===== src/rtl/rrw_pkg.sv =====
package rrw_pkg;

    // register select codes
    localparam logic [2:0] SEL_BASE = 3'd0;
    localparam logic [2:0] SEL_WPTR = 3'd1;
    localparam logic [2:0] SEL_ICNT = 3'd2;
    localparam logic [2:0] SEL_CTRL = 3'd3;
    localparam logic [2:0] SEL_STAT = 3'd4;
    localparam logic [2:0] SEL_SIZE = 3'd5;

    localparam int REG_W        = 32;
    localparam int WPTR_RST_BIT = 15;
    localparam int UNSOL_BIT    = 4;

    typedef enum logic [1:0] {
        ST_IDLE  = 2'd0,
        ST_WR_LO = 2'd1,
        ST_WR_HI = 2'd2
    } wr_state_e;

    // size-register encoding for a ring of 2**ptr_w entries
    function automatic logic [1:0] size_code(input int ptr_w);
        if (ptr_w == 8)      return 2'd2;
        else if (ptr_w == 4) return 2'd1;
        else                 return 2'd0;
    endfunction

endpackage


===== src/rtl/rrw_pace.sv =====
module rrw_pace #(
    parameter int PTR_W = 8
) (
    input  logic             clk,
    input  logic             rst_n,
    input  logic             commit,
    input  logic             dma_en,
    input  logic [PTR_W-1:0] icnt,
    output logic             hit
);
    localparam int CNT_W = PTR_W + 1;
    localparam logic [CNT_W-1:0] FULL_CNT = CNT_W'(1 << PTR_W);

    logic [CNT_W-1:0] cnt_q;
    logic [CNT_W-1:0] thr;
    logic [CNT_W-1:0] cnt_inc;

    always_comb begin
        thr     = (icnt == '0) ? FULL_CNT : CNT_W'(icnt);
        cnt_inc = cnt_q + 1'b1;
        hit     = commit && (cnt_inc >= thr);
    end

    always_ff @(posedge clk) begin
        if (!rst_n)       cnt_q <= '0;
        else if (!dma_en) cnt_q <= '0;
        else if (hit)     cnt_q <= '0;
        else if (commit)  cnt_q <= cnt_inc;
    end
endmodule


===== src/rtl/rrw_regs.sv =====
module rrw_regs
    import rrw_pkg::*;
#(
    parameter int PTR_W  = 8,
    parameter int ADDR_W = 32
) (
    input  logic                      clk,
    input  logic                      rst_n,
    input  logic                      reg_we,
    input  logic [2:0]                reg_sel,
    input  logic [REG_W-1:0]          reg_wdata,
    output logic [REG_W-1:0]          reg_rdata,
    input  logic                      rint_set,
    input  logic                      ovr_set,
    input  logic [PTR_W-1:0]          wptr,
    output logic [ADDR_W-PTR_W-4:0]   base_hi,
    output logic [PTR_W-1:0]          icnt,
    output logic                      dma_en,
    output logic                      wptr_clr,
    output logic                      stat_rint,
    output logic                      stat_ovr,
    output logic                      irq
);
    localparam int ALIGN = PTR_W + 3;
    localparam int HI_W  = ADDR_W - ALIGN;
    localparam logic [1:0] SIZE_VAL = size_code(PTR_W);

    logic       rint_en_q, dma_en_q, ovr_en_q;
    logic       stat_clr;
    logic [HI_W-1:0] base_q;
    logic [PTR_W-1:0] icnt_q;
    logic       rint_q, ovr_q;
    logic       unused_wdata;

    assign stat_clr = reg_we && (reg_sel == SEL_STAT);
    assign wptr_clr = reg_we && (reg_sel == SEL_WPTR) && reg_wdata[WPTR_RST_BIT];
    assign unused_wdata = ^{reg_wdata};

    always_ff @(posedge clk) begin
        if (!rst_n) begin
            base_q    <= '0;
            icnt_q    <= '0;
            rint_en_q <= 1'b0;
            dma_en_q  <= 1'b0;
            ovr_en_q  <= 1'b0;
        end else if (reg_we) begin
            case (reg_sel)
                SEL_BASE: base_q <= reg_wdata[ALIGN +: HI_W];
                SEL_ICNT: icnt_q <= reg_wdata[PTR_W-1:0];
                SEL_CTRL: begin
                    rint_en_q <= reg_wdata[0];
                    dma_en_q  <= reg_wdata[1];
                    ovr_en_q  <= reg_wdata[2];
                end
                default: ;
            endcase
        end
    end

    // status: set wins over write-one-to-clear
    always_ff @(posedge clk) begin
        if (!rst_n) begin
            rint_q <= 1'b0;
            ovr_q  <= 1'b0;
        end else begin
            if (rint_set)                      rint_q <= 1'b1;
            else if (stat_clr && reg_wdata[0]) rint_q <= 1'b0;
            if (ovr_set)                       ovr_q  <= 1'b1;
            else if (stat_clr && reg_wdata[2]) ovr_q  <= 1'b0;
        end
    end

    always_comb begin
        reg_rdata = '0;
        case (reg_sel)
            SEL_BASE: reg_rdata = REG_W'({base_q, {ALIGN{1'b0}}});
            SEL_WPTR: reg_rdata = REG_W'(wptr);
            SEL_ICNT: reg_rdata = REG_W'(icnt_q);
            SEL_CTRL: reg_rdata = REG_W'({ovr_en_q, dma_en_q, rint_en_q});
            SEL_STAT: reg_rdata = REG_W'({ovr_q, 1'b0, rint_q});
            SEL_SIZE: reg_rdata = REG_W'(SIZE_VAL);
            default:  reg_rdata = '0;
        endcase
    end

    assign base_hi   = base_q;
    assign icnt      = icnt_q;
    assign dma_en    = dma_en_q;
    assign stat_rint = rint_q;
    assign stat_ovr  = ovr_q;
    assign irq       = (rint_q && rint_en_q) || (ovr_q && ovr_en_q);
endmodule


===== src/rtl/rrw_seq.sv =====
module rrw_seq
    import rrw_pkg::*;
#(
    parameter int PTR_W  = 8,
    parameter int ADDR_W = 32,
    parameter int DATA_W = 32
) (
    input  logic                    clk,
    input  logic                    rst_n,
    input  logic                    rsp_valid,
    output logic                    rsp_ready,
    input  logic [DATA_W-1:0]       rsp_word,
    input  logic [DATA_W-1:0]       rsp_ext,
    input  logic                    unsol_en,
    input  logic [PTR_W-1:0]        sw_rd_ptr,
    input  logic                    dma_en,
    input  logic [ADDR_W-PTR_W-4:0] base_hi,
    input  logic                    wptr_clr,
    output logic                    mem_we,
    output logic [ADDR_W-1:0]       mem_addr,
    output logic [DATA_W-1:0]       mem_wdata,
    output logic                    commit,
    output logic                    ovr_set,
    output logic [PTR_W-1:0]        wptr
);
    wr_state_e state_q, state_d;

    logic [DATA_W-1:0] word_q, ext_q;
    logic [PTR_W-1:0]  slot_q, wptr_q, next_slot;
    logic              accept, keep, full;

    always_comb begin
        next_slot = wptr_q + 1'b1;
        full      = (next_slot == sw_rd_ptr);
        accept    = rsp_valid && (state_q == ST_IDLE);
        keep      = dma_en && (!rsp_ext[UNSOL_BIT] || unsol_en);
    end

    // next-state logic
    always_comb begin
        state_d = state_q;
        unique case (state_q)
            ST_IDLE:  if (accept && keep && !full) state_d = ST_WR_LO;
            ST_WR_LO: state_d = ST_WR_HI;
            ST_WR_HI: state_d = ST_IDLE;
            default:  state_d = ST_IDLE;
        endcase
    end

    // state register
    always_ff @(posedge clk) begin
        if (!rst_n) state_q <= ST_IDLE;
        else        state_q <= state_d;
    end

    always_ff @(posedge clk) begin
        if (!rst_n) begin
            word_q <= '0;
            ext_q  <= '0;
            slot_q <= '0;
        end else if (accept) begin
            word_q <= rsp_word;
            ext_q  <= rsp_ext;
            slot_q <= next_slot;
        end
    end

    // write pointer: software reset wins over a commit
    always_ff @(posedge clk) begin
        if (!rst_n)      wptr_q <= '0;
        else if (wptr_clr) wptr_q <= '0;
        else if (commit) wptr_q <= slot_q;
    end

    // outputs
    always_comb begin
        rsp_ready = 1'b0;
        mem_we    = 1'b0;
        mem_addr  = {base_hi, slot_q, 3'b000};
        mem_wdata = word_q;
        commit    = 1'b0;
        ovr_set   = 1'b0;
        unique case (state_q)
            ST_IDLE: begin
                rsp_ready = 1'b1;
                ovr_set   = accept && keep && full;
            end
            ST_WR_LO: begin
                mem_we = 1'b1;
            end
            ST_WR_HI: begin
                mem_we    = 1'b1;
                mem_addr  = {base_hi, slot_q, 3'b100};
                mem_wdata = ext_q;
                commit    = 1'b1;
            end
            default: ;
        endcase
    end

    assign wptr = wptr_q;
endmodule


===== src/rtl/rsp_ring_writer.sv =====
module rsp_ring_writer
    import rrw_pkg::*;
#(
    parameter int DEPTH  = 256,
    parameter int ADDR_W = 32,
    parameter int DATA_W = 32
) (
    input  logic                     clk,
    input  logic                     rst_n,
    input  logic                     rsp_valid,
    output logic                     rsp_ready,
    input  logic [DATA_W-1:0]        rsp_word,
    input  logic [DATA_W-1:0]        rsp_ext,
    input  logic                     unsol_en,
    input  logic [$clog2(DEPTH)-1:0] sw_rd_ptr,
    input  logic                     reg_we,
    input  logic [2:0]               reg_sel,
    input  logic [REG_W-1:0]         reg_wdata,
    output logic [REG_W-1:0]         reg_rdata,
    output logic                     mem_we,
    output logic [ADDR_W-1:0]        mem_addr,
    output logic [DATA_W-1:0]        mem_wdata,
    output logic                     irq
);
    localparam int PTR_W = $clog2(DEPTH);
    localparam int HI_W  = ADDR_W - PTR_W - 3;

    logic [HI_W-1:0]  base_hi_w;
    logic [PTR_W-1:0] icnt_w, wptr_w;
    logic dma_en_w, wptr_clr_w, commit_w, ovr_set_w, hit_w;
    logic stat_rint_w, stat_ovr_w;

    rrw_regs #(.PTR_W(PTR_W), .ADDR_W(ADDR_W)) regs_i (
        .clk(clk), .rst_n(rst_n),
        .reg_we(reg_we), .reg_sel(reg_sel), .reg_wdata(reg_wdata),
        .reg_rdata(reg_rdata),
        .rint_set(hit_w), .ovr_set(ovr_set_w), .wptr(wptr_w),
        .base_hi(base_hi_w), .icnt(icnt_w), .dma_en(dma_en_w),
        .wptr_clr(wptr_clr_w), .stat_rint(stat_rint_w),
        .stat_ovr(stat_ovr_w), .irq(irq)
    );

    rrw_seq #(.PTR_W(PTR_W), .ADDR_W(ADDR_W), .DATA_W(DATA_W)) seq_i (
        .clk(clk), .rst_n(rst_n),
        .rsp_valid(rsp_valid), .rsp_ready(rsp_ready),
        .rsp_word(rsp_word), .rsp_ext(rsp_ext),
        .unsol_en(unsol_en), .sw_rd_ptr(sw_rd_ptr),
        .dma_en(dma_en_w), .base_hi(base_hi_w), .wptr_clr(wptr_clr_w),
        .mem_we(mem_we), .mem_addr(mem_addr), .mem_wdata(mem_wdata),
        .commit(commit_w), .ovr_set(ovr_set_w), .wptr(wptr_w)
    );

    rrw_pace #(.PTR_W(PTR_W)) pace_i (
        .clk(clk), .rst_n(rst_n),
        .commit(commit_w), .dma_en(dma_en_w), .icnt(icnt_w), .hit(hit_w)
    );
endmodule


===== config.mk =====
export PLATFORM = sky130hd
export DESIGN_NAME = rsp_ring_writer
export DESIGN_NICKNAME = d
export VERILOG_FILES = /design/src/rtl/rrw_pkg.sv /design/src/rtl/rrw_pace.sv /design/src/rtl/rrw_regs.sv /design/src/rtl/rrw_seq.sv /design/src/rtl/rsp_ring_writer.sv
export SDC_FILE = /design/constraint.sdc
export NUM_CORES = 1
export LEC_CHECK = 0
export ABC_AREA = 1
export BUFFER_PORTS_ARGS = -buffer_cell sky130_fd_sc_hd__buf_2
export CAP_MARGIN = 20
export CORE_MARGIN = 2
export CORE_UTILIZATION = 46
export CTS_BUF_LIST = sky130_fd_sc_hd__clkbuf_4
export DETAILED_ROUTE_END_ITERATION = 16
export HOLD_SLACK_MARGIN = 0.15
export MAX_ROUTING_LAYER = met4
export PLACE_DENSITY = 0.78
export SLEW_MARGIN = 20
export SYNTH_ARGS = -nofsm -noshare
export SYNTH_HDL_FRONTEND = slang
export SYNTH_SLANG_ARGS = --single-unit

===== constraint.sdc =====
create_clock -name clk -period 2.35 [get_ports clk]
set_clock_uncertainty 0.1 [all_clocks]
set_input_delay 0.3525 -clock clk [delete_from_list [all_inputs] [get_ports clk]]
set_output_delay 0.3525 -clock clk [all_outputs]
set_load 0.02 [all_outputs]

Word level (Yosys, flattened, before mapping) --
Index checks and enable logic that the tools add are counted.
Storage, ports and cells: register bits after elaboration 125, output and inout port bits 99, input bits 112
Operators by class: eq/ne operators 9, add/subtract/negate cells 2, reduce and logical (&&, ||, !) cells 28, multiplexer cells 14, magnitude comparators 1, bitwise gates (word level) 2
Operators with widths (count):
- $pmux W32 S6 | 1
- $mux W32 | 1
- $logic_and A1 B1 Y1 | 13
- $add A9 B1 Y9 const B | 1
- $ge A9 B9 Y1 | 1
- $mux W9 | 1
- $add A8 B1 Y8 const B | 1
- $eq A8 B8 Y1 | 1
- $logic_not A8 Y1 | 1
- $mux W1 | 8
- $eq A3 B2 Y1 const B | 2
- $eq A3 B3 Y1 const B | 2
- $reduce_and A2 Y1 | 3
- $pmux W2 S2 | 1
- $reduce_bool A2 Y1 | 2
- $reduce_or A2 Y1 | 2
- $eq A3 B1 Y1 const B | 1
- $logic_not A3 Y1 | 1
- $mux W3 | 1
- $reduce_or A3 Y1 | 1
- $eq A2 B1 Y1 const B | 1
- $eq A2 B2 Y1 const B | 1
- $logic_not A1 Y1 | 2
- $logic_not A2 Y1 | 1
- 4 further kinds | 6

Logic depth before layout (Yosys ltp) --
Gate-level depths: netlist of run 1.
word-level depth 7, mapped depth 14, gate-level depth less buffers 14

By module --
Synthesis of run 1 repeated with hierarchy kept, for this count alone.
Second synthesis, totals: cell total of the unflattened synthesis 951, area total of the unflattened synthesis 6251.0 sq um
Modules (own cells, without submodules):
- rrw_seq | cells each 560, instances 1, area each 3753.6 sq um
- rrw_regs | cells each 260, instances 1, area each 1676.6 sq um
- rrw_pace | cells each 131, instances 1, area each 820.8 sq um

Worst setup path before layout of run 1 --
No wires, ideal clock.
path kind reg2reg, from register pace_i.cnt_q[0], to register pace_i.cnt_q[1], path slack 0.027 ns, cell stages (with the launch flop) 14, library setup time 0.129 ns, clock period less this slack 2.323 ns, arrival time 2.094 ns, cells stage by stage dfxtp_1 -> ha_1 -> nand3_1 -> nor2_1 -> nand4_1 -> xor2_1 -> ha_1 -> inv_1 -> nor3_1 -> nand3b_1 -> nand4_1 -> o21ai_1 -> nand3_1 -> a21oi_1
On the way: longest elaborated chain between the ends 4
RTL lines:
- start: declaration | line rrw_pace.sv:14 | logic [CNT_W-1:0] cnt_q;
- start signal: assignment | line rrw_pace.sv:28 | else if (commit) cnt_q <= cnt_inc;
- $add A9 B1 Y9 | line rrw_pace.sv:20 | cnt_inc = cnt_q + 1'b1;
- via pace_i.cnt_inc[8] | line rrw_pace.sv:16 | logic [CNT_W-1:0] cnt_inc;
- $ge A9 B9 Y1 | line rrw_pace.sv:21 | hit = commit && (cnt_inc >= thr);
- $logic_and A1 B1 Y1 | line rrw_pace.sv:21
- $reduce_or A3 Y1 (no source line)
The timed path passes the listed nets, and every way through them passes these cells. A chain may end at the register's enable or synchronous reset.

Worst setup path in the final report of run 1 --
from register pace_i.cnt_q[1], to register pace_i.cnt_q[2]
The elaborated chain is that of the path after synthesis.

==> results of run 1 <==
[logic make-up (layout without fill, tap and decap cells)]
kind of cell	after synthesis	after routing	share of synthesized area [%]
simple gates	391	391	27.6
xor+xnor	10	10	1.53
buf+inv	114	431	7.96
flops	125	125	43.8
other cells	1	6	0.0656
compound gates	177	177	16.0
fa+ha+maj	14	14	3.06
[worst max-delay path by stage]
stage	start	to	slack, ns	depth (start not counted)
2_1_floorplan	pace_i.cnt_q[0]$_SDFFE_PP0P_	pace_i.cnt_q[1]$_SDFFE_PP0P_	0.03	13
3_3_place_gp	pace_i.cnt_q[0]$_SDFFE_PP0P_	pace_i.cnt_q[4]$_SDFFE_PP0P_	-0.12	14
3_5_place_dp	pace_i.cnt_q[0]$_SDFFE_PP0P_	pace_i.cnt_q[4]$_SDFFE_PP0P_	-0.19	14
4_1_cts	pace_i.cnt_q[1]$_SDFFE_PP0P_	pace_i.cnt_q[4]$_SDFFE_PP0P_	-0.05	14
5_1_grt	pace_i.cnt_q[1]$_SDFFE_PP0P_	pace_i.cnt_q[1]$_SDFFE_PP0P_	-0.27	13
6_report	pace_i.cnt_q[1]$_SDFFE_PP0P_	pace_i.cnt_q[2]$_SDFFE_PP0P_	-0.11	13
[power by group]
group	leakage [µW]	internal [µW]	total, µW	switching, µW
Sequential	0.00103	2300	2410	110
Combinational	0.00286	579	1480	900
Clock	0.000139	727	1530	808
Total	0.00403	3600	5420	1820
[registers in the layout, indices dropped and copies added, names as in the netlist]
name	cells
seq_i.ext_q	32
seq_i.word_q	32
regs_i.base_hi	21
pace_i.cnt_q	9
regs_i.icnt	8
seq_i.slot_q	8
seq_i.wptr	8
seq_i.state_q	2
regs_i.dma_en	1
regs_i.ovr_en_q	1
regs_i.rint_en_q	1
regs_i.stat_ovr	1
regs_i.stat_rint	1
[worst min-delay path, delay by kind of cell]
kind                   cells  cell delay (ns)
AND/OR/NAND/NOR            4             0.29
buffers and inverters      1             0.09
AO/OA/AOI/OAI              1             0.06
[layer usage]
metal  part of all wire, %  wire length, µm  vias up
li1                      -                -     3282
met1                    40             7570     2999
met2                    48             9010      371
met3                   9.1             1720       56
met4                   3.6              677        0
met5                     0                0        -
[final cells by class]
cell class | count | area, µm²
clock inverters | 14 | 151
repair buffers | 336 | 2360
well taps | 168 | 210
fillers | 929 | 3590
clock buffers | 18 | 135
multi-input cells | 597 | 2850
diodes | 1 | 2.50
flip-flops and latches | 125 | 2510
inverters | 63 | 241
[layout by cell type, fill, tap and decap left out, drive strengths merged, types with 2 or more instances in the layout]
cell	synthesis	layout
buf	11	231
xnor2	2	2
nand4	7	7
conb	1	5
nand3	25	25
nand3b	5	5
nor2	187	187
clkinv	1	8
bufinv	0	3
clkinvlp	0	4
a21oi	55	55
nor4	2	2
o2111ai	2	2
dlygate4sd3	0	104
ha	14	14
inv	62	62
o22ai	5	5
o21ai	110	110
xor2	8	8
clkbuf	40	19
dfxtp	125	125
nand2	161	161
nor3	3	3
o211ai	2	2
[per-stage QoR]
| step | instance area [µm²] | total power (µW) | worst slack (ns) |
|---|---|---|---|
| floorplan | 5730 | 3240 | 0.0269 |
| global placement | 6970 | 3650 | -0.121 |
| detailed placement | 6970 | 3670 | -0.187 |
| CTS | 8370 | 5340 | -0.0544 |
| global route | 8470 | 5700 | -0.272 |
| finish | 8470 | 5420 | -0.112 |
[timing repair]
item	4_1_cts	5_1_grt
pin swaps	8	10
endpoints found under the hold margin	99	0
cloned	1	1
hold buffers	104	0
setup endpoints to repair	42	38
buffers inserted	2	2
resized for setup	20	16
==> metrics.md, run 1 <==
| Metric | Value |
|---|---|
| #FFs+latches synth | 125 |
| DR pass1 iterations | 5 |
| CTS buffer count | 17 |
| H-tree level count | 4 |
| Post-Route Utilization | 70.2% |
| Initial core utilization | 47.4% |
| Crit path arrival time | 2.84 ns |
| M2 GR Usage | 49.6% |
| Worst skew pair latency | 0.54 ns |
| WS Path Type | reg2reg |
| Reg-to-reg endpoint | pace_i.cnt_q[2]$_SDFFE_PP0P_ |
| Post-synth ARST share | 0% |
| Dpl hpwl | 11300 µm |
| Grt met3 use | 7.11% |
| Mapped Avg Cell Area | 6.87 µm² |
| WHS Endpoint | regs_i.stat_ovr$_SDFFE_PN0P_ |
| Cell Area, Synth | 0.00572 mm² |
| Gr busiest metal | met2 |
| Final cell count without fillers | 1322 |
| Vias in the first global route | 6368 |
| Most frequent cells after synthesis | nor2_1, nand2_1, dfxtp_1 |
| Mapped Cells | 832 |
| Final worst path period share | 105% |
| Leak | 0.00403 µW |
| DR WL/cell | 14.4 µm |
| Worst hold path startpoint | sw_rd_ptr[5] |
| Min cycle time layout | 2.46 ns |
| Slew @ Worst Pin | 0.645 ns |
| Post-Place Cells | 1180 |
| CP peak stage delay | 0.38 ns |
| Critical-path cell list | ha_4, nand3_2, nor2_2, nand4_1, xor2_1, ha_1, buf_4, nand3b_1, nand4_1, o21ai_2, nand3_2, buf_6, a21oi_2 |
| Violated checks | negative setup slack |
| Antenna Nets Post-Route | 0 |
| FP Rows | 40 |
| Top-count cell post-synth | nor2_1 |
| Met1 Resource Use GR | 31.6% |
| Fmax | 0.406 GHz |
| Remaining global-route overflow | 0 |
| Setup TNS | -0.785 ns |
| Vias per Instance | 5.07 |
| First-pass GRT wire length | 29600 µm |
| Worst-case clock buffer depth | 2 |
| DIE HEIGHT | 115 µm |
| PnR worst setup slack | -0.112 ns |
| Status | finished with violations |
| Required time of the critical path | 2.73 ns |
| Die area | 0.0133 mm² |
| Startpoint Class | flop |
| Slowest cell on the critical path | dfxtp_4 |
| Final setup viols | 10 |
| Hold_ws | 0.195 ns |
| CORE AREA | 0.0121 mm² |
| Max Cap Viol | 0 |
| I/O Buffers | 202 |
| # clock sinks | 125 |
| Slew Viols, Final | 0 |
| VDD IR-drop max | 0.422 mV |
| Routed WL | 19000 µm |
| Reg clk slew, reported paths | 0.11 ns |
| Seq/Total Area, Yosys | 43.8% |
| Distinct cell type count after synthesis | 34 |
| Initial drt markers | 345 |
| Area leader, netlist | dfxtp_1 |
| Post-route DRC | 0 |
| Final Hold Vio Count | 0 |
| CTS tree | yes |
| Worst R2R Path Depth | 13 |
| Nets | 1266 |
| Pwr/cell area | 640 mW/mm² |
| Area Growth Syn to Fin | 48.1% |
| R2r setup slk | -0.11 ns |
| Share of cells above drive strength 1 | 25.7% |
| Tot GR Track Use | 29.1% |
| Largest net degree at the start of global routing | 65 |
| Routed via count | 6708 |
| Unrepaired setup endpoints after global routing | true |
| Critical Path Fanout Max | 5 |
| Gp weighted congestion | 0.892 |
| Synth Flop Type | dfxtp_1 |
| Ys Warns | 0 |
| Worst r2r src | pace_i.cnt_q[1]$_SDFFE_PP0P_ |
| Initial antenna violation count | 1 |
| Worst setup EP type | flop |
| Post-synth EDFFs | 0 |
| Hold path depth | 6 |
| Main area contributors after synthesis | dfxtp_1, nor2_1, nand2_1 |
| Slew headroom | 57.0% |
| Min-Delay Path Class | in2reg |
| Ports | 211 |
| Count of buffer and inverter cells on the critical path | 2 |
| Synth top area share | 43.8% |
| Die X | 115 µm |
| Cell family with most CP delay | simple AND/OR/NAND/NOR gates |
| Clock root buffer | clkbuf_4 |
Note: power is estimated with default switching activity, not from simulation.
==> run 2, diff against run 1 <==
--- a/config.mk
+++ b/config.mk
@@ -6,7 +6,7 @@
 export NUM_CORES = 1
 export LEC_CHECK = 0
 export ABC_AREA = 1
-export BUFFER_PORTS_ARGS = -buffer_cell sky130_fd_sc_hd__buf_2
+export BUFFER_PORTS_ARGS = -buffer_cell sky130_fd_sc_hd__clkbuf_2
 export CAP_MARGIN = 20
 export CORE_MARGIN = 2
 export CORE_UTILIZATION = 46
==> metrics.md, run 2 (same netlist as run 1, synthesis figures left out) <==
| Metric | Value |
|---|---|
| Routed via count | 6761 (+0.79%) |
| Initial antenna violation count | 2 (+1) |
| Worst-case clock buffer depth | 2 (unchanged) |
| WS Path Type | reg2reg |
| Design area | 0.00859 mm² (+1.4%) |
| Critical-path cell list | nand3_2, nand3b_1, nor3_2, xor2_1, ha_1, buf_6, nand3b_1, nand4_1, o21ai_2, nand3_2, buf_6, a21oi_1 |
| Initial core utilization | 47.4% (unchanged) |
| Placed cell area | 0.00698 mm² (+0.18%) |
| Initial drt markers | 389 (+13%) |
| Unrepaired setup endpoints after global routing | true |
| Dpl hpwl | 11200 µm (-0.32%) |
| Area Growth Syn to Fin | 50.2% |
| Antenna Nets Post-Route | 0 (unchanged) |
| Commonest non-fill, non-tap cell in the layout | clkbuf_2 |
| Required time of the critical path | 2.73 ns (about the same) |
| H-tree level count | 4 (unchanged) |
| CP peak stage delay | 0.39 ns (about the same) |
| DR WL/cell | 14.6 µm (+1.9%) |
| R2r setup slk | -0.06 ns (+0.05 ns) |
| Register area | 0.00252 mm² (+0.20%) |
| Reg clk slew, reported paths | 0.11 ns (about the same) |
| CTS tree | yes |
| Clock root buffer | clkbuf_4 |
| Worst skew pair latency | 0.54 ns (about the same) |
| # clock sinks | 125 (unchanged) |
| WHS Endpoint | regs_i.stat_ovr$_SDFFE_PN0P_ |
| Die X | 115 µm (unchanged) |
| Max Cap Viol | 0 (unchanged) |
| Tot GR Track Use | 28.8% (-0.32 points) |
| Ports | 211 (unchanged) |
| Remaining global-route overflow | 0 (unchanged) |
| Slew Viols, Final | 0 (unchanged) |
| Crit path arrival time | 2.79 ns (-0.05 ns) |
| Slew headroom | 64.8% (+7.9 points) |
| Slew @ Worst Pin | 0.524 ns (-0.121 ns) |
| Final Hold Vio Count | 0 (unchanged) |
| Die area | 0.0133 mm² (unchanged) |
| VDD IR-drop max | 0.522 mV (+24%) |
| Routed WL | 19400 µm (+2.2%) |
| Commonest cells after routing, fill and taps aside | clkbuf_2, nor2_1, nand2_1, dfxtp_1, dlygate4sd3_1 |
| Fillers | 913 (-1.7%) |
| FP Rows | 40 (unchanged) |
| Largest net degree at the start of global routing | 65 (unchanged) |
| Reg-to-reg endpoint | pace_i.cnt_q[7]$_SDFFE_PP0P_ |
| Critical Path Fanout Max | 5 (unchanged) |
| PnR worst setup slack | -0.0624 ns (+0.0501 ns) |
| Leak | 0.00405 µW (+0.56%) |
| Final cell count without fillers | 1325 (+0.23%) |
| Startpoint Class | flop |
| Final setup viols | 9 (-1) |
| CORE AREA | 0.0121 mm² (unchanged) |
| Nets | 1268 (+0.16%) |
| Worst hold path startpoint | sw_rd_ptr[5] |
| First-pass GRT wire length | 29100 µm (-1.5%) |
| Min cycle time layout | 2.41 ns (-0.0501 ns) |
| Violated checks | negative setup slack |
| Post-route DRC | 0 (unchanged) |
| Status | finished with violations |
| Gp weighted congestion | 0.888 (-0.49%) |
| Post-Route Utilization | 71.2% (+0.96 points) |
| Final worst path period share | 103% (-2.1 points) |
| Hold path depth | 6 (unchanged) |
| CP startpoint | pace_i.cnt_q[2]$_SDFFE_PP0P_ |
| Worst R2R Path Depth | 12 (-1) |
| Worst setup EP type | flop |
| DIE HEIGHT | 115 µm (unchanged) |
| Min-Delay Path Class | in2reg |
| Pwr/cell area | 674 mW/mm² (+5.4%) |
| Post-Place Cells | 1180 (unchanged) |
| Worst r2r src | pace_i.cnt_q[2]$_SDFFE_PP0P_ |
| Multi-input logic area | 0.00286 mm² (about the same) |
| Fmax | 0.415 GHz (+2.1%) |
| DR pass1 iterations | 5 (unchanged) |
| I/O Buffers | 202 (unchanged) |
| Tot Pwr | 5790 µW (+6.9%) |
| Vias in the first global route | 6332 (-0.57%) |
| Slowest cell on the critical path | dfxtp_4 |
| Dpl ws | -0.175 ns (+0.0122 ns) |
| Vias per Instance | 5.10 (+0.56%) |
| CTS buffer count | 17 (unchanged) |
| Share of cells above drive strength 1 | 26.1% (+0.39 points) |
==> run 2: cell count changes in the layout (fill, tap and decap cells not counted), sizes merged <==
cell / change
clkinv: -3
clkinvlp: +1
diode: +1
clkbuf: +199
bufinv: +3
buf: -198
==> run 2: cell type report <==
cell class                      count  area share (%)
Multi-Input combinational cell    597            33.3
Sequential cell                   125            29.3
Timing Repair Buffer              338            27.8
Clock inverter                     15            2.86
Inverter                           63            2.80
Tap cell                          168            2.45
Clock buffer                       17            1.49
Antenna cell                        2          0.0583
==> run 2: how the worst max path moves through the flow <==
| stage | end | slack (ns) | cells past startpoint |
|---|---|---|---|
| after CTS | pace_i.cnt_q[4]$_SDFFE_PP0P_ | -0.02 | 14 |
| after detailed placement | pace_i.cnt_q[4]$_SDFFE_PP0P_ | -0.17 | 14 |
| after global routing | pace_i.cnt_q[7]$_SDFFE_PP0P_ | -0.27 | 12 |
| after global placement | pace_i.cnt_q[4]$_SDFFE_PP0P_ | -0.12 | 14 |
| after floorplan | pace_i.cnt_q[1]$_SDFFE_PP0P_ | 0.03 | 13 |
| final | pace_i.cnt_q[7]$_SDFFE_PP0P_ | -0.06 | 12 |
==> run 2: per-layer routing <==
metal	wire, µm	track usage [%]	vias up
met1	7900	32.1	3068
li1	-	-	3289
met2	9330	48.8	360
met5	0	-	-
met4	487	13.4	0
met3	1670	6.80	44
==> run 2: per-stage QoR <==
stage / hold slack (ns) / setup TNS (ns)
2_1_floorplan: 0.354 / 0
3_3_place_gp: 0.356 / -1.04
4_1_cts: 0.173 / -0.156
6_report: 0.223 / -0.364
3_5_place_dp: 0.360 / -1.57
5_1_grt: 0.258 / -2.28
==> run 2: what timing repair did <==
action,4_1_cts,5_1_grt
endpoints found under the setup margin,16,43
hold buffers,104,0
hold endpoints to repair,99,0
resized for setup,6,29
gates cloned,0,3
pin swaps,3,13
setup buffers,1,3
==> run 2: power breakdown <==
group / total (µW) / internal [µW] / switching [µW]
clock: 1900 / 1050 / 845
sequential: 2400 / 2290 / 108
combinational: 1490 / 578 / 910
total: 5790 / 3930 / 1860
==> run 2: worst max-delay path, delay by kind of cell (launching register included) <==
family / cells / cell delay (ns)
and+or+nand+nor: 6 / 0.77
DFF: 1 / 0.39
adders and majority gates: 1 / 0.30
buffers and inverters: 2 / 0.29
AOI/OAI and AO/OA: 2 / 0.27
xor gates and xnor gates: 1 / 0.22
==> run 3, diff against run 2 <==
--- a/config.mk
+++ b/config.mk
@@ -8,7 +8,7 @@
 export ABC_AREA = 1
 export BUFFER_PORTS_ARGS = -buffer_cell sky130_fd_sc_hd__clkbuf_2
 export CAP_MARGIN = 20
-export CORE_MARGIN = 2
+export CORE_ASPECT_RATIO = 2
 export CORE_UTILIZATION = 46
 export CTS_BUF_LIST = sky130_fd_sc_hd__clkbuf_4
 export DETAILED_ROUTE_END_ITERATION = 16
==> metrics.md, run 3 (same netlist as run 1, synthesis figures left out) <==
| Metric | Value |
|---|---|
| Slew Viols, Final | 0 (unchanged) |
| H-tree level count | 4 (unchanged) |
| Final setup viols | 9 (unchanged) |
| Fmax | 0.407 GHz (-1.7%) |
| WS Path Type | reg2reg |
| I/O Buffers | 202 (unchanged) |
| FP Rows | 57 (+43%) |
| Dpl hpwl | 11300 µm (+0.42%) |
| DR pass1 iterations | 7 (+2) |
| Vias in the first global route | 6374 (+0.66%) |
| Status | finished with violations |
| Unrepaired setup endpoints after global routing | true |
| Tot GR Track Use | 29.3% (+0.44 points) |
| Initial core utilization | 47.2% (-0.24 points) |
| Grt met3 use | 6.23% (-0.57 points) |
| Commonest cells after routing, fill and taps aside | clkbuf_2, nor2_1, nand2_1, dfxtp_1, o21ai_0 |
| Post-Place Cells | 1156 (-2.0%) |
| Ports | 211 (unchanged) |
| Violated checks | negative setup slack |
| Dpl ws | -0.248 ns (-0.0727 ns) |
| Met1 Resource Use GR | 26.2% (-6.0 points) |
| First-pass GRT wire length | 28300 µm (-2.7%) |
| Worst skew pair latency | 0.53 ns (about the same) |
| Largest net degree at the start of global routing | 65 (unchanged) |
| Commonest non-fill, non-tap cell in the layout | clkbuf_2 |
| Worst-case clock buffer depth | 2 (unchanged) |
| Vias per Instance | 5.11 (+0.19%) |
| Post-route DRC | 0 (unchanged) |
| Die X | 80.8 µm (-30%) |
| DR WL/cell | 14.4 µm (-1.8%) |
| Gr busiest metal | met2 |
| Required time of the critical path | 2.71 ns (-0.02 ns) |
| M2 GR Usage | 54.0% (+5.2 points) |
| Final Hold Vio Count | 0 (unchanged) |
| Final cell count without fillers | 1292 (-2.5%) |
| Remaining global-route overflow | 0 (unchanged) |
| DIE HEIGHT | 160 µm (+38%) |
| Clock root buffer | clkbuf_4 |
| Nets | 1257 (-0.87%) |
| Pwr/cell area | 631 mW/mm² (-6.4%) |
| Antenna Nets Post-Route | 0 (unchanged) |
| CP startpoint | pace_i.cnt_q[1]$_SDFFE_PP0P_ |
| # clock sinks | 125 (unchanged) |
| Share of cells above drive strength 1 | 26.4% (+0.34 points) |
| Die area | 0.0129 mm² (-3.2%) |
| Fillers | 1007 (+10%) |
| VDD IR-drop max | 0.508 mV (-2.6%) |
| Startpoint Class | flop |
| Leak | 0.00395 µW (-2.5%) |
| Routed WL | 18600 µm (-4.3%) |
| CTS buffer count | 17 (unchanged) |
| Max Cap Viol | 0 (unchanged) |
| Worst hold path startpoint | sw_rd_ptr[0] |
| Critical Path Fanout Max | 5 (unchanged) |
| Min-Delay Path Class | in2reg |
| Final worst path period share | 104% (+1.8 points) |
| Initial drt markers | 264 (-32%) |
| CORE AREA | 0.0121 mm² (+0.52%) |
| Area Growth Syn to Fin | 46.3% |
| Slew headroom | 66.8% (+2.0 points) |
| Slew @ Worst Pin | 0.495 ns (-0.0294 ns) |
| Routed via count | 6605 (-2.3%) |
| Min cycle time layout | 2.45 ns (+0.0420 ns) |
| Crit path arrival time | 2.81 ns (+0.02 ns) |
| CTS tree | yes |
| Setup TNS | -0.712 ns (-0.348 ns) |
| Initial antenna violation count | 1 (-1) |
| Gp weighted congestion | 0.861 (-3.0%) |
| Reg clk slew, reported paths | 0.12 ns (about the same) |
| Worst r2r src | pace_i.cnt_q[1]$_SDFFE_PP0P_ |
| Worst setup EP type | flop |
| PnR worst setup slack | -0.104 ns (-0.0420 ns) |
-- run 3: stage by stage --
step | hold WS [ns] | power, µW | utilization [%] | area [µm²]
after global placement | 0.352 | 3630 | 56.8 | 6890
final | 0.188 | 5280 | 69.0 | 8370
after CTS | 0.152 | 5230 | 68.2 | 8270
after global routing | 0.172 | 5570 | 69.0 | 8370
after detailed placement | 0.359 | 3660 | 56.8 | 6890
after floorplan | 0.354 | 3240 | - | 5730
-- run 3: where the power goes --
| group | internal [µW] | leakage [µW] | total, µW | switching, µW |
|---|---|---|---|---|
| clock network | 554 | 0.000140 | 1440 | 891 |
| registers | 2290 | 0.00103 | 2400 | 101 |
| logic | 555 | 0.00278 | 1440 | 885 |
-- run 3: final timing paths --
path                                                   endpoint  slack (ns)  depth (start not counted)
worst max-delay path               pace_i.cnt_q[1]$_SDFFE_PP0P_       -0.10                         13
worst min-delay path               regs_i.stat_ovr$_SDFFE_PN0P_        0.19                          6
worst max register to register     pace_i.cnt_q[1]$_SDFFE_PP0P_       -0.10                         13
worst min register to register  regs_i.base_hi[18]$_SDFFE_PN0P_        0.38                          2
-- run 3: layer usage --
metal  vias to the layer above  share of wire [%]
met5                         -                  0
met4                         0                4.7
met3                        70                5.6
met2                       298                 55
met1                      2975                 35
li1                       3262                  -
-- run 3: final cells by class --
cell class | count | area [µm²] | share of cell area, %
multi-input cells | 597 | 2890 | 34.5
flip-flops and latches | 125 | 2510 | 30.0
repair buffers | 327 | 2270 | 27.1
inverters | 63 | 240 | 2.87
well taps | 147 | 184 | 2.20
clock inverters | 14 | 136 | 1.63
clock buffers | 18 | 135 | 1.61
diodes | 1 | 2.50 | 0.0299
-- run 3: timing repair --
item                       in CTS  in global routing
setup endpoints to repair      42                 59
hold buffers                   99                  0
pin swaps                       9                  4
cloned                          1                  1
hold endpoints to repair       99                  0
buffers inserted                2                  0
gates resized for setup        27                 22
-- run 3: worst max-delay path: stages, from the launching register on --
cell	delay, ns
dfxtp_4	0.39
ha_4	0.15
nand3_4	0.08
buf_4	0.15
xor2_1	0.15
ha_1	0.36
a21oi_2	0.15
o21ai_0	0.13
nand2_1	0.08
nand4_1	0.08
o21ai_2	0.17
nand3_2	0.13
buf_6	0.17
a21oi_2	0.09
